File: config.mk
export PLATFORM = sky130hd
export DESIGN_NAME = lpm_ctrl
export DESIGN_NICKNAME = d
export VERILOG_FILES = /design/src/rtl/lpm_ctrl.sv
export SDC_FILE = /design/constraint.sdc
export NUM_CORES = 1
export LEC_CHECK = 0
export BUFFER_PORTS_ARGS = -buffer_cell sky130_fd_sc_hd__buf_2
export CAP_MARGIN = 15
export CORE_AREA = 2 2 39 41
export DETAILED_ROUTE_END_ITERATION = 8
export DIE_AREA = 0 0 41 43
export PLACE_DENSITY = 0.71
export SYNTH_ARGS = -nofsm -noshare
export SYNTH_HDL_FRONTEND = slang
export SYNTH_SLANG_ARGS = --single-unit
File: constraint.sdc
create_clock -name clk -period 1.9 [get_ports clk]
set_clock_uncertainty 0.1 [all_clocks]
set_input_delay 0.57 -clock clk [delete_from_list [all_inputs] [get_ports clk]]
set_output_delay 0.57 -clock clk [all_outputs]
set_load 0.01 [all_outputs]
File: src/rtl/lpm_ctrl.sv
module lpm_ctrl #(
  parameter logic [7:0] REG_ADDR = 8'h87,
  parameter int N_EXT = 4,
  parameter int SYNC_LEN = 2
) (
  input  logic       clk,
  input  logic       rst_n,
  input  logic [7:0] sfr_addr,
  input  logic       sfr_we,
  input  logic [7:0] sfr_wdata,
  output logic [7:0] sfr_rdata,
  input  logic       irq_req,
  input  logic [N_EXT-1:0] ext_irq,
  input  logic       ring_det,
  output logic       cpu_clk_en,
  output logic       per_clk_en,
  output logic       vec_suppress
);
  logic idl, pd, idle_type;
  logic [1:0] flags;
  logic [SYNC_LEN-1:0] wake_sync;

  wire hit       = sfr_addr == REG_ADDR;
  wire wake_lvl  = |ext_irq | ring_det;
  wire pd_wake   = pd & wake_sync[SYNC_LEN-1];
  wire idle_wake = idl & ~pd & irq_req;

  always_ff @(posedge clk or negedge rst_n)
    if (!rst_n) wake_sync <= '0;
    else        wake_sync <= {wake_sync[SYNC_LEN-2:0], wake_lvl};

  always_ff @(posedge clk or negedge rst_n)
    if (!rst_n) begin
      idl <= 1'b0; pd <= 1'b0; idle_type <= 1'b0; flags <= 2'b0;
      vec_suppress <= 1'b0;
    end else begin
      vec_suppress <= idle_wake & idle_type;
      if (pd_wake) begin
        pd  <= 1'b0;
        idl <= 1'b0;
      end else if (idle_wake) begin
        idl <= 1'b0;
      end else if (sfr_we && hit) begin
        pd        <= sfr_wdata[1];
        idl       <= sfr_wdata[0] & ~sfr_wdata[1];
        flags     <= sfr_wdata[3:2];
        idle_type <= sfr_wdata[4];
      end
    end

  assign cpu_clk_en = ~(idl | pd);
  assign per_clk_en = ~pd;
  assign sfr_rdata  = hit ? {3'b000, idle_type, flags, pd, idl} : 8'h00;
endmodule


# --- Word-level counts from Yosys, hierarchy flattened ---
# Cells that the tools add are included.
totals:
  ff_bits: 8
  word_cells: 33
  out_inout_bits: 11
  inputBits: 25
op_classes:
  bitwise: 12
  reduce_logical: 6
  eq_ne: 2
  muxes: 7
op_table:
  columns: ["operator", "n"]
  rows:
  - ["$eq 8x8->1 const B", 1]
  - ["$mux 1", 6]
  - ["$and 1x1->1", 5]
  - ["$mux 5", 1]
  - ["$not 1->1", 5]
  - ["$reduce_or 4->1", 1]
  - ["$reduce_and 3->1", 1]
  - ["$reduce_bool 3->1", 1]
  - ["$ne 2x2->1 const B", 1]
  - ["$or 1x1->1", 2]
  - ["$reduce_and 2->1", 1]
  - ["$reduce_bool 2->1", 1]
  - ["$logic_and 1x1->1", 1]

# --- Depth between registers and ports, before layout ---
# Gate-level depths: netlist (run 1).
depth:
  word_depth: 5
  ltp_mapped: 4
  depth_no_buf: 3

# --- Worst setup path before layout (run 1) ---
# Ideal clock, no wire load.
synth_path:
  kind: "input to output"
  start: "input sfr_addr[3]"
  end: "output sfr_rdata[0]"
  path_stages: 3
  t_required_ns: 1.230
  slack_ns: 0.035
  path_buffers: 1
  arrival_time_ns: 1.195
  path_cell_list: "and4b_1 clkbuf_1 and3_2"
synth_via:
  elab_chain_len: 2
synth_rtl:
  columns: ["element", "line_no", "text"]
  rows:
  - ["start, declared", "8", "input logic [7:0] sfr_addr,"]
  - ["$eq 8x8->1", "23", "wire hit = sfr_addr == REG_ADDR;"]
  - ["$mux 5", "53", "assign sfr_rdata = hit ? {3'b000, idle_type, flags, pd, idl} : 8'h00;"]
  - ["end, declared", "11", "output logic [7:0] sfr_rdata,"]
# No other way between the ends.

# --- Final worst setup path (run 1) ---
layout_path:
  start: "input sfr_addr[4]"
  end: "output sfr_rdata[0]"
# The elaborated chain is that of the path after synthesis.

==> results of run 1 <==
==> power breakdown <==
part | total, mW | switching, mW | internal [mW]
combinational | 0.0491 | 0.0206 | 0.0285
sequential | 0.177 | 0.00248 | 0.175
clock | 0.123 | 0.0511 | 0.0718
total | 0.350 | 0.0743 | 0.275
==> sequential cells by signal, summed over array words and instances (netlist names) <==
signal and cells:
idl 1, pd 1, vec_suppress 1, flags 2, wake_sync 2, idle_type 1
==> final timing paths <==
kind | from | to
worst min register to register | wake_sync[0] | wake_sync[1]
worst max register to register | pd | idle_type
worst max-delay path | sfr_addr[4] | sfr_rdata[0]
min in group clk | wake_sync[0] | wake_sync[1]
max in group asynchronous | rst_n | wake_sync[0]
worst min-delay path | rst_n | flags[1]
==> logic make-up (layout without fill, tap and decap cells) <==
kind of cell | after synthesis | after routing | synth area share (%)
other | 1 | 3 | 0.826
muxes | 4 | 4 | 9.64
DFF | 8 | 8 | 44.1
and+or+nand+nor | 15 | 15 | 23.7
AOI/OAI and AO/OA | 7 | 7 | 13.2
buffers and inverters | 7 | 39 | 8.54
==> cell type report <==
cell class                      instances  area [um2]
Inverter                                2        7.51
Multi-Input combinational cell         29         226
Tap cell                               16        20.0
Fill cell                             137         706
Clock buffer                            3        22.5
Sequential cell                         8         200
Timing Repair Buffer                   34         201
==> layout by cell type, fill, tap and decap left out, types with 2 or more instances in the layout <==
master	count
and3_2	4
buf_2	26
buf_4	5
buf_6	3
clkbuf_4	3
conb_1	3
dfrtp_1	8
inv_1	2
mux2_2	3
nand2_1	3
nor2_1	2
==> layer usage <==
| metal | track usage (%) | up-vias | share of wire (%) |
|---|---|---|---|
| met5 | 0 | - | 0 |
| li1 | - | 215 | - |
| met1 | 11.5 | 196 | 36 |
| met4 | 10.0 | 0 | 0.76 |
| met3 | 3.14 | 2 | 11 |
| met2 | 22.5 | 25 | 52 |
==> stage by stage <==
step	power (mW)	worst slack, ns	cells	utilization [%]	area [um2]
2_1_floorplan	0.198	0.0351	44	-	462
3_3_place_gp	0.222	-0.201	86	44.1	611
3_5_place_dp	0.224	-0.189	86	44.1	611
4_1_cts	0.355	-0.163	91	48.5	671
5_1_grt	0.368	-0.206	92	49.0	678
6_report	0.350	-0.167	92	49.0	678
==> repair_timing <==
item | in CTS | in global routing
setup endpoints to repair | 5 | 5
resized for setup | 4 | 0
hold buffers | 0 | 0
buffers inserted | 2 | 1
pin swaps | 2 | 2
==> impl_metrics.csv, run 1 <==
group,metric,value,unit
run,max_cap_violations,0,
synthesis,ys_warn_count,0,
placement,dp_hpwl,795,um
die,die-height,43,um
synthesis,netlist_area,454,um2
grt,grt_pass1_vias,399,
grt,grt_overflow,0,
worst_setup_path,max_stage_delay,0.38,ns
run_status,violations,"negative setup slack",
synthesis,ys_async_sr_fraction,100,%
worst_setup_path,path_depth,4,
die,initial_core_util,32.8,%
sta,setup_viol,5,
synthesis,synth_cell_types,23,
layout,n_antenna_cell,0,
grt,grtUsageTotal,12.9,%
synthesis,synthFlopType,"dfrtp_1",
layout,area_growth,49.3,%
sta,drv_slew,0,
routing,wl_per_cell,11.4,um
grt,grt_pass1_wl,1.49,mm
pwr,ir_drop,0.000274,V
worst_setup_path,crit_path_end_kind,"primary output",
layout,nets,103,
worst_setup_path,r2r_setup_slack,0.39,ns
clocking,htree_levels,1,
clocking,cts_buffers,3,
worst_setup_path,cp.required,1.23,ns
layout,layout-drive-gt1-share,63.2,%
sta,grt_setup_unrepaired,"yes",
die,die_x,41,um
worst_setup_path,cp_slowest_cell,"nor4b_4",
placement,place_congestion,0.637,
worst_setup_path,critPathBufInv,2,
routing,drt_iter0_drc,3,
grt,antenna_found_initial,0,
routing,vias_per_cell,4.76,
sta,setup_ws,-0.167,ns
synthesis,synth_most_common_cell,"dfrtp_1",
worst_setup_path,ff2ff_path_depth,3,
worst_setup_path,startpoint_type,"input pin",
synthesis,ys_seq_elements,8,
clocking,cts-root-buf,"clkbuf_4",
die,core_area,0.00138,mm2
die,row_count,14,
worst_setup_path,crit_chain,"buf_6, nor4b_4, and3_2, buf_2",
synthesis,synth_commonest_cells,"dfrtp_1, and3_2, buf_4, mux2_2, nand2_1",
worst_setup_path,critPathTopFamily,"simple AND/OR/NAND/NOR gates",
sta,period_minus_slack,2.07,ns
worst_setup_path,crit_fanout,6,
sta,max_freq,484,MHz
die,die_area,0.00176,mm2
sta,fin_setup_tns,-0.764,ns
routing,drt-pass1-iter-count,2,
sta,holdWs,0.0538,ns
synthesis,synth_area_leader_cell,"dfrtp_1",
hold_path,hold_path.class,"in -> async",
synthesis,synth_area_leaders,"dfrtp_1, and3_2, mux2_2, nor4b_4, buf_4",
worst_setup_path,cp.arrival,1.40,ns
synthesis,yosysTopAreaCellShare,44.1,%
sta,hold_violations,0,
synthesis,synth_area_per_cell,10.8,um2
clocking,cts_tree,"done",
worst_setup_path,criticalPathCategory,"in -> out",
synthesis,synth_cells,42,
routing,drtAntennaViolNets,0,
clocking,path_clk_slew,0.05,ns
grt,grt_max_degree,11,
run_status,outcome,"complete, but fails checks",
synthesis,seq_area_frac_synth,44.1,%
die,io_pins,36,
pwr,p_leak,0.366,nW
placement,port_buffers,29,
sta,fin_crit_sh,109,%
routing,vias,438,
routing,drc,0,
clocking,cts_sinks,8,
pwr,p_per_area,515,mW/mm2
routing,finalWirelength,1.05,mm
clocking,insertion_delay,0.24,ns
synthesis,synth_edf_count,0,
clocking,cts_buffer_depth,2,
Power figures use the tool's default switching activity.
==> inputs of run 2 (changes only) <==
==> constraint.sdc (replaced) <==
create_clock -name clk -period 2.5 [get_ports clk]
set_clock_uncertainty 0.1 [all_clocks]
set_input_delay 0.75 -clock clk [delete_from_list [all_inputs] [get_ports clk]]
set_output_delay 0.75 -clock clk [all_outputs]
set_load 0.01 [all_outputs]
==> run 2 against run 1 <==
  * The run now ends clean
  * Count of clock-buffer cells in the layout unchanged
  * Critical path depth unchanged
  * Final cell count shrank 3.3%
  * Combinational power is 31% lower
  * Critical path type unchanged
  * Total power is 25% lower
  * Sequential power is 24% lower
  * Worst setup slack improved by 0.22 ns
  * Routed wire length decreased by 11%
  * Utilization fell by 2.1 points
  * First-iteration DRC count increased by 67%
  * Largest power group unchanged
  * Sequential share of layout area grew 1.3 points
  * Sequential cell count is the same
==> impl_metrics.csv, run 2 (synthesis results as in run 1) <==
group,metric,value,unit
layout,n_antenna_cell,0,
layout,nets,100,
die,row_count,14,
worst_setup_path,r2r-end,"flags[1]",
placement,dp_hpwl,765,um
routing,drc,0,
die,initial_core_util,32.8,%
placement,port_buffers,29,
clocking,path_clk_slew,0.05,ns
sta,fin_setup_tns,0,ns
die,core_area,0.00138,mm2
clocking,cts-root-buf,"clkbuf_4",
worst_setup_path,crit_path_end_kind,"primary output",
layout,mostFrequentLayoutCell,"buf_2",
worst_setup_path,startpoint_type,"input pin",
worst_setup_path,max_stage_delay,0.38,ns
layout,area_growth,43.0,%
die,die_area,0.00176,mm2
run_status,outcome,"finished, final reports clean",
sta,fin_crit_sh,97.9,%
grt,grt_pass1_vias,371,
clocking,cts_sinks,8,
sta,drv_slew,0,
placement,place_congestion,0.603,
grt,grt_max_degree,11,
worst_setup_path,ff2ff_path_depth,3,
layout,layout-drive-gt1-share,61.6,%
placement,place_area,603,um2
worst_setup_path,crit_chain,"buf_2, nor4b_4, and3_2, buf_2",
clocking,postCtsHoldBufs,0,
layout,final_design_area_no_fill,649,um2
routing,drt_iter0_drc,5,
worst_setup_path,cp_slowest_cell,"nor4b_4",
grt,antenna_found_initial,0,
run,max_cap_violations,0,
sta,max_freq,409,MHz
clocking,cts_tree,"done",
die,die_x,41,um
grt,grt_pass1_wl,1.30,mm
pwr,p_leak,0.348,nW
worst_setup_path,cp.arrival,1.60,ns
clocking,cts_buffer_depth,2,
hold_path,hold_path.class,"in -> async",
worst_setup_path,path_depth,4,
routing,vias,420,
sta,grt_setup_unrepaired,"no",
worst_setup_path,r2r_setup_slack,1.02,ns
die,io_pins,36,
worst_setup_path,cp-startpoint,"sfr_addr[4]",
grt,grtUsageTotal,11.4,%
worst_setup_path,critPathBufInv,2,
worst_setup_path,path_common_cell,"buf_2",
routing,drt-pass1-iter-count,2,
clocking,htree_levels,1,
grt,grt_overflow,0,
worst_setup_path,r2r-start,"pd",
worst_setup_path,crit_fanout,7,
layout,reg_top3,"flags x2, wake_sync x2",
pwr,p_per_area,402,mW/mm2
routing,wl_per_cell,10.5,um
clocking,insertion_delay,0.25,ns
routing,vias_per_cell,4.72,
sta,setup_viol,0,
layout,most-common-layout-cells,"buf_2, dfrtp_1, and3_2",
routing,drtAntennaViolNets,0,
clocking,cts_buffers,3,
sta,period_minus_slack,2.45,ns
worst_setup_path,cp.required,1.65,ns
die,die-height,43,um
worst_setup_path,criticalPathCategory,"in -> out",
routing,finalWirelength,935,um
sta,hold_violations,0,
pwr,ir_drop,0.000222,V
worst_setup_path,critPathTopFamily,"simple AND/OR/NAND/NOR gates",
-- run 2: cell count changes in the layout (fill, tap and decap cells not counted), sizes merged --
cell	before	now
buf	34	31
-- run 2: worst max path at each step --
stage	end	slack, ns
after CTS	sfr_rdata[2]	0.03
after global placement	sfr_rdata[4]	0.04
final	sfr_rdata[2]	0.05
after floorplan	sfr_rdata[0]	0.28
after detailed placement	sfr_rdata[2]	0.03
after global routing	sfr_rdata[2]	0.001
-- run 2: repair_timing --
| action | in CTS | in global routing |
|---|---|---|
| setup endpoints to repair | 0 | 5 |
| setup buffers | 0 | 1 |
| resized for setup | 0 | 4 |
-- run 2: cell type report --
cell class                      count  area, um2
Sequential cell                     8        200
Timing Repair Buffer               31        173
Fill cell                         132        734
Inverter                            2       7.51
Tap cell                           16       20.0
Clock buffer                        3       22.5
Multi-Input combinational cell     29        226
-- run 2: report_power, final --
| group | internal (mW) | total, mW | leakage [nW] | switching [mW] |
|---|---|---|---|---|
| clock | 0.0545 | 0.0924 | 0.0138 | 0.0379 |
| combinational | 0.0192 | 0.0340 | 0.233 | 0.0148 |
| sequential | 0.133 | 0.135 | 0.101 | 0.00174 |
-- run 2: worst register-to-register path: cells and delay by family (launching register included) --
family,cells,cell delay (ns)
AOI/OAI and AO/OA,2,0.46
muxes,1,0.33
DFF,1,0.47
-- run 2: per-layer routing --
layer	up-vias	wire, um	track usage, %
li1	211	-	-
met5	-	0	0
met3	0	122	1.57
met4	0	0	10.0
met2	25	455	20.0
met1	184	356	10.1
-- run 2: per-stage QoR --
stage / setup WS (ns) / util [%] / hold WS (ns) / instances / total power [mW]
3_3_place_gp: 0.0395 / 43.6 / 0.232 / 85 / 0.168
5_1_grt: 0.00100 / 46.9 / 0.240 / 89 / 0.277
4_1_cts: 0.0342 / 45.2 / 0.231 / 88 / 0.265
3_5_place_dp: 0.0339 / 43.6 / 0.235 / 85 / 0.170
2_1_floorplan: 0.275 / - / 0.231 / 44 / 0.151
6_report: 0.0526 / 46.9 / 0.232 / 89 / 0.261
